**src/rtl/sercfg_pkg.sv**
```systemverilog
package sercfg_pkg;

    localparam int IMG_W     = 48;
    localparam int TRL_W     = 5;
    // trailer in wire order 0,1,1,0,1 stored LSB first
    localparam logic [TRL_W-1:0] TRAILER = 5'b10110;

    localparam int THR_LSB   = 10;
    localparam int THR_W     = 8;
    localparam int SLEEP_POS = 18;
    localparam int GAIN_LSB  = 19;
    localparam int GAIN_W    = 2;
    localparam int FILT_LSB  = 21;
    localparam int FILT_W    = 3;
    localparam int AUX_POS   = 24;

    typedef enum logic [2:0] {
        ST_IDLE,
        ST_LEAD,
        ST_HIGH,
        ST_LOW,
        ST_GUARD
    } state_e;

    typedef enum logic {
        OP_WR,
        OP_RD
    } op_e;

    typedef struct packed {
        logic [THR_W-1:0]  thresh;
        logic              sleep;
        logic [GAIN_W-1:0] gain;
        logic [FILT_W-1:0] filt;
        logic              aux;
    } fields_t;

    function automatic logic [IMG_W-1:0] pack_image(input fields_t f);
        logic [IMG_W-1:0] img;
        img = '0;
        img[THR_LSB +: THR_W]   = f.thresh;
        img[SLEEP_POS]          = f.sleep;
        img[GAIN_LSB +: GAIN_W] = f.gain;
        img[FILT_LSB +: FILT_W] = f.filt;
        img[AUX_POS]            = f.aux;
        return img;
    endfunction

endpackage

```
**src/rtl/sercfg_timer.sv**
```systemverilog
module sercfg_timer #(
    parameter int CW = 15
) (
    input  logic          clk,
    input  logic          rst,
    input  logic          clear,
    input  logic          tick,
    input  logic [CW-1:0] limit,
    output logic          hit
);

    logic [CW-1:0] cnt;

    assign hit = tick && !clear && (cnt == limit - 1'b1);

    always_ff @(posedge clk) begin
        if (rst || clear || hit) begin
            cnt <= '0;
        end else if (tick) begin
            cnt <= cnt + 1'b1;
        end
    end

    // the interval count never reaches the active limit
    p_cnt_below_limit_r4: assert property (@(posedge clk) disable iff (rst)
        cnt < limit);

endmodule

```
**src/rtl/sercfg_pack.sv**
```systemverilog
module sercfg_pack
    import sercfg_pkg::*;
(
    input  fields_t          fields,
    output logic [IMG_W-1:0] image
);

    assign image = pack_image(fields);

endmodule

```
**src/rtl/sercfg_cmp.sv**
```systemverilog
module sercfg_cmp #(
    parameter int W = 48
) (
    input  logic [W-1:0] a,
    input  logic [W-1:0] b,
    output logic         differ
);

    logic [W-1:0] bit_diff;

    for (genvar i = 0; i < W; i++) begin : g_bit
        assign bit_diff[i] = a[i] ^ b[i];
    end

    assign differ = |bit_diff;

endmodule

```
**src/rtl/sercfg_engine.sv**
```systemverilog
module sercfg_engine
    import sercfg_pkg::*;
#(
    parameter int HALF_TICKS  = 500,
    parameter int GUARD_TICKS = 30000
) (
    input  logic             clk,
    input  logic             rst,
    input  logic             tick_us,
    input  logic             wr_start,
    input  logic             rd_start,
    input  logic [7:0]       thresh,
    input  logic             sleep_flag,
    input  logic [1:0]       gain_code,
    input  logic [2:0]       filt_code,
    input  logic             aux_flag,
    input  logic             sda_i,
    output logic             scl,
    output logic             sda_o,
    output logic             sda_oe,
    output logic             busy,
    output logic             done,
    output logic             mismatch,
    output logic [IMG_W-1:0] rd_image
);

    localparam int TX_W    = IMG_W + TRL_W;
    localparam int SH_W    = TX_W - 1;
    localparam int IDX_W   = $clog2(TX_W);
    localparam int WR_LAST = TX_W - 1;
    localparam int RD_LAST = IMG_W - 1;
    localparam int MAXT    = (GUARD_TICKS > HALF_TICKS) ? GUARD_TICKS : HALF_TICKS;
    localparam int TCW     = $clog2(MAXT + 1);

    state_e           state;
    op_e              op;
    logic [IDX_W-1:0] idx;
    logic [SH_W-1:0]  tx_sh;
    logic [IMG_W-1:0] wr_img;
    logic [IMG_W-1:0] rx;
    logic [IMG_W-1:0] new_img;
    fields_t          fields;
    logic             hit;
    logic             differ;
    logic             last_bit;
    logic             tmr_clear;
    logic [TCW-1:0]   tmr_limit;

    assign fields = '{thresh: thresh, sleep: sleep_flag, gain: gain_code,
                      filt: filt_code, aux: aux_flag};

    sercfg_pack u_pack (
        .fields (fields),
        .image  (new_img)
    );

    assign tmr_clear = (state == ST_IDLE) || (state == ST_LEAD);
    assign tmr_limit = (state == ST_GUARD) ? TCW'(GUARD_TICKS) : TCW'(HALF_TICKS);

    sercfg_timer #(.CW(TCW)) u_timer (
        .clk   (clk),
        .rst   (rst),
        .clear (tmr_clear),
        .tick  (tick_us),
        .limit (tmr_limit),
        .hit   (hit)
    );

    sercfg_cmp #(.W(IMG_W)) u_cmp (
        .a      (rx),
        .b      (wr_img),
        .differ (differ)
    );

    assign last_bit = (op == OP_WR) ? (idx == IDX_W'(WR_LAST))
                                    : (idx == IDX_W'(RD_LAST));
    assign busy     = (state != ST_IDLE);
    assign rd_image = rx;

    always_ff @(posedge clk) begin
        if (rst) begin
            state    <= ST_IDLE;
            op       <= OP_WR;
            idx      <= '0;
            tx_sh    <= '0;
            wr_img   <= '0;
            rx       <= '0;
            scl      <= 1'b0;
            sda_o    <= 1'b0;
            sda_oe   <= 1'b0;
            done     <= 1'b0;
            mismatch <= 1'b0;
        end else begin
            done <= 1'b0;
            case (state)
                ST_IDLE: begin
                    if (wr_start) begin
                        op     <= OP_WR;
                        wr_img <= new_img;
                        tx_sh  <= {TRAILER, new_img[IMG_W-1:1]};
                        sda_o  <= new_img[1];
                        sda_oe <= 1'b1;
                        idx    <= IDX_W'(1);
                        state  <= ST_LEAD;
                    end else if (rd_start) begin
                        op     <= OP_RD;
                        rx     <= '0;
                        sda_o  <= 1'b0;
                        sda_oe <= 1'b0;
                        idx    <= '0;
                        state  <= ST_LEAD;
                    end
                end
                ST_LEAD: begin
                    scl   <= 1'b1;
                    state <= ST_HIGH;
                end
                ST_HIGH: begin
                    if (hit) begin
                        scl   <= 1'b0;
                        state <= ST_LOW;
                        if (op == OP_RD) begin
                            rx <= {(idx != '0) && sda_i, rx[IMG_W-1:1]};
                        end else if (!last_bit) begin
                            tx_sh <= tx_sh >> 1;
                            sda_o <= tx_sh[1];
                        end
                    end
                end
                ST_LOW: begin
                    if (hit) begin
                        if (last_bit) begin
                            sda_oe <= 1'b0;
                            sda_o  <= 1'b0;
                            state  <= ST_GUARD;
                        end else begin
                            idx   <= idx + 1'b1;
                            scl   <= 1'b1;
                            state <= ST_HIGH;
                        end
                    end
                end
                ST_GUARD: begin
                    if (hit) begin
                        done  <= 1'b1;
                        state <= ST_IDLE;
                        if (op == OP_RD) begin
                            mismatch <= differ;
                        end
                    end
                end
                default: state <= ST_IDLE;
            endcase
        end
    end

    // clock and data driver are quiet while idle
    p_idle_quiet_r1: assert property (@(posedge clk) disable iff (rst)
        !busy |-> (!scl && !sda_oe));

    // data never changes on the rising clock edge of a write
    p_setup_before_rise_r3: assert property (@(posedge clk) disable iff (rst)
        (sda_oe && $rose(scl)) |-> $stable(sda_o));

    // no tick, no clock movement
    p_tick_gate_r4: assert property (@(posedge clk) disable iff (rst)
        (busy && !tick_us && state != ST_LEAD) |=> $stable(scl));

    // data line released for reads
    p_read_released_r5: assert property (@(posedge clk) disable iff (rst)
        (busy && op == OP_RD) |-> !sda_oe);

    // done closes a busy interval
    p_done_after_busy_r6: assert property (@(posedge clk) disable iff (rst)
        done |-> (!busy && $past(busy)));

    // mismatch only moves together with done
    p_mismatch_with_done_r7: assert property (@(posedge clk) disable iff (rst)
        !$stable(mismatch) |-> done);

    // a write strobe during a transfer leaves the written image alone
    p_ignore_busy_r8: assert property (@(posedge clk) disable iff (rst)
        (busy && wr_start) |=> $stable(wr_img));

endmodule

```
**config.mk**
```make
export PLATFORM = sky130hd
export DESIGN_NAME = sercfg_engine
export DESIGN_NICKNAME = d
export VERILOG_FILES = /design/src/rtl/sercfg_pkg.sv /design/src/rtl/sercfg_timer.sv /design/src/rtl/sercfg_pack.sv /design/src/rtl/sercfg_cmp.sv /design/src/rtl/sercfg_engine.sv
export SDC_FILE = /design/constraint.sdc
export NUM_CORES = 1
export LEC_CHECK = 0
export ABC_CLOCK_PERIOD_IN_PS = 3050
export BUFFER_PORTS_ARGS = -buffer_cell sky130_fd_sc_hd__buf_2
export CELL_PAD_IN_SITES_DETAIL_PLACEMENT = 2
export CELL_PAD_IN_SITES_GLOBAL_PLACEMENT = 2
export CORE_ASPECT_RATIO = 0.6
export CORE_MARGIN = 3
export CORE_UTILIZATION = 37
export CTS_BUF_LIST = sky130_fd_sc_hd__clkbuf_4
export DETAILED_ROUTE_END_ITERATION = 12
export PLACE_DENSITY = 0.82
export SYNTH_ARGS = -nofsm -noshare
export SYNTH_HDL_FRONTEND = slang
export SYNTH_SLANG_ARGS = --single-unit
```
**constraint.sdc**
```tcl
create_clock -name clk -period 3.05 [get_ports clk]
set_clock_uncertainty 0.15 [all_clocks]
set_input_delay 0 -clock clk [delete_from_list [all_inputs] [get_ports clk]]
set_output_delay 0 -clock clk [all_outputs]
set_load 0.1 [all_outputs]
```
==> metrics <==
outcome finished, final reports clean; DIE WIDTH about 180 um; Tcrit/Tclk final between 90% and 100%; post-synthesis sequential area ratio roughly 45%; slowest CP cell nor4_4; Syn Area/Cell between 8 and 9 um^2; routed len/inst ~23 um; first-pass GRT wire length 38500 um; family with the most delay on the worst path compound AO/OA/AOI/OAI gates; largest net degree at the start of global routing 53; Min Hold Slack around 0.081 ns; Clk pin slew, worst setup/hold paths about 0.15 ns; Root Driver clkbuf_4; max frequency 354.8 MHz; share of post-route cells with drive strength above 1 17.25%; Worst Hold Path Cells 4; fraction of registers with async set/reset 0%; synth top area cells dfxtp_1 45%, a21oi_1 8.2%, nand3_1 7.0%; DRT Pass-1 Iters 5; # port buffers 74; core footprint 0.01667 mm^2; CTS sink count about 140; r2r startpoint u_timer.cnt[2]; area growth from synthesis to layout 16.17%; Rel. slew slack ~58%; vias per cell between 5 and 6; number of cell rows 36; clk buf depth 2; Crit. End Element flop; CP max FO 10; CTS buffer count 17; Worst-Margin Slew between 0.6 and 0.7 ns; I/O pin count 75; Critical Path AT around 3.1 ns; Nets about 850; Critical path buffers and inverters 1; min cycle time layout between 2 and 3 ns; GPL Wtd Cong ~0.80; Setup-failing EPs final 0; initial antenna violation count 0; GRT Residual Overflow 0; DRT iter0 DRCs between 400 and 500; type of origin of the critical path flop; worst-path cell chain inv_1 > nor4_4 > o21ai_4 > o21ai_0 > o221ai_1; CP peak stage delay 0.65 ns; max_cap viols 0; static leakage 2.572 nW; Clk Latency, worst-skew pair approximately 0.57 ns; min-delay src gain_code[0]; type of the worst min-delay path in2reg; critical path data required time 3.32 ns; Crit Path Category reg2reg; Post-synth EDFFs 0; post-DP HPWL about 15000 um; YS warnings 0; gr usage total between 20% and 30%; Initial Util 38.81%; Total Negative Setup Slacks 0 ns; # H-tree levels 4; # resized after CTS 0; vias in the first global route 6602; most common library cells after synthesis 144 x dfxtp_1, 106 x a21oi_1, 90 x nand3_1; Hold Path End wr_img[19]; via count 6284; mapped cell area 0.006467 mm^2; RR Endpoint idx[2]; top_reg_cell synth dfxtp_1; die height around 110 um; Crit path depth 5; Final Slew Violations 0; WL final about 24000 um; number of synthesized register bits 144; endpoints failing hold 0; unique cell type count in the Yosys netlist 67; post-route ant nets 0; Pwr Density roughly 520 mW/mm^2; Worst IR Drop VDD between 0.2 and 0.25 mV; R2R cell count 5; fillcell total ~1800; total die area about 0.019 mm^2; Post-route DRC 0; ANT cells 0; unrepaired setup endpoints after global routing false; syn nets about 780; Cells after Synth approximately 760; Yosys top cell by area dfxtp_1; CTS tree built; r2r setup slk 0.23 ns; Yosys top cell area share 44.57%; most numerous cell in the Yosys netlist dfxtp_1
[per-layer routing]
metal / vias up / global-route usage [%] / share of wire (%)
met3: 27 / 5.263 / 5.2
met4: 0 / 5.938 / 1.2
met2: 148 / 42.77 / 47
li1: 2899 / - / -
met5: - / 0 / 0
met1: 3210 / 34.56 / 47
[final cells by class]
class / count / area (um^2) / share of cell area (%)
flip-flops and latches: 144 / 2884 / 38.38
clock buffers: 18 / 135.1 / 1.799
well taps: 228 / 285.3 / 3.797
inverters: 8 / 30.03 / 0.3997
repair buffers: 116 / 765.7 / 10.19
clock inverters: 14 / 180.2 / 2.398
multi-input cells: 535 / 3233 / 43.03
[registers in the layout, indices dropped and copies added, names as in the netlist]
name	cells
sda_oe	1
idx	6
scl	1
rd_image	48
u_timer.cnt	15
mismatch	1
sda_o	1
done	1
op	1
tx_sh	51
state	3
wr_img	15
[tightest hold or removal path, cell delays in order]
cell and delay (ns):
dlygate4sd3_1 0.53, buf_2 0.13, nand2_1 0.06, a21oi_1 0.06
[metrics by stage]
stage	area, um^2	utilization, %	cells	power [mW]	setup WS (ns)
3_3_place_gp	6988	41.93	1010	2.454	0.6182
5_1_grt	7513	45.08	1063	4.037	0.07106
6_report	7513	45.08	1063	3.883	0.2317
4_1_cts	7513	45.08	1063	3.898	0.2683
3_5_place_dp	6988	41.93	1010	2.485	0.4537
2_1_floorplan	6467	-	757	2.337	0.7253
[cells by family after synthesis]
| kind of cell | synth area share [%] |
|---|---|
| flip-flops | 44.57 |
| buffers and inverters | 5.900 |
| multiplexers | 2.631 |
| AND/OR/NAND/NOR | 22.77 |
| AO/OA/AOI/OAI | 19.62 |
| XOR/XNOR | 3.927 |
| adder cells (fa/ha/maj) | 0.5804 |
[repair_timing]
| item | in CTS | in global routing |
|---|---|---|
| hold buffers | 21 | 0 |
| buffers inserted | 0 | 0 |
| endpoints found under the hold margin | 81 | 0 |
[power breakdown]
part	total (mW)	switching [mW]	internal, mW
registers	1.99	0.0566	1.94
clock network	1.39	0.802	0.592
logic	0.496	0.343	0.153
[layout by cell type, fill, tap and decap left out, types with 4 or more instances in the layout]
cell type,count
a211oi_1,16
a21oi_1,106
buf_2,73
buf_4,20
clkbuf_4,18
dfxtp_1,143
dlygate4sd3_1,21
inv_1,7
inv_6,4
mux2i_1,17
nand2_1,80
nand3_1,90
nand4_1,16
nor2_1,30
nor3_1,30
nor4_1,10
o211ai_1,47
o221ai_1,4
xnor2_1,19
xor2_1,10
[worst max path at each step]
stage                         startpoint         endpoint  slack (ns)
after floorplan             rd_image[22]         mismatch        0.73
after global placement          state[1]           idx[2]        0.62
after detailed placement  u_timer.cnt[3]           idx[3]        0.45
after CTS                       state[1]           idx[2]        0.27
after global routing            state[1]  u_timer.cnt[13]        0.07
final                     u_timer.cnt[2]           idx[2]        0.23
Power figures use the tool's default switching activity.
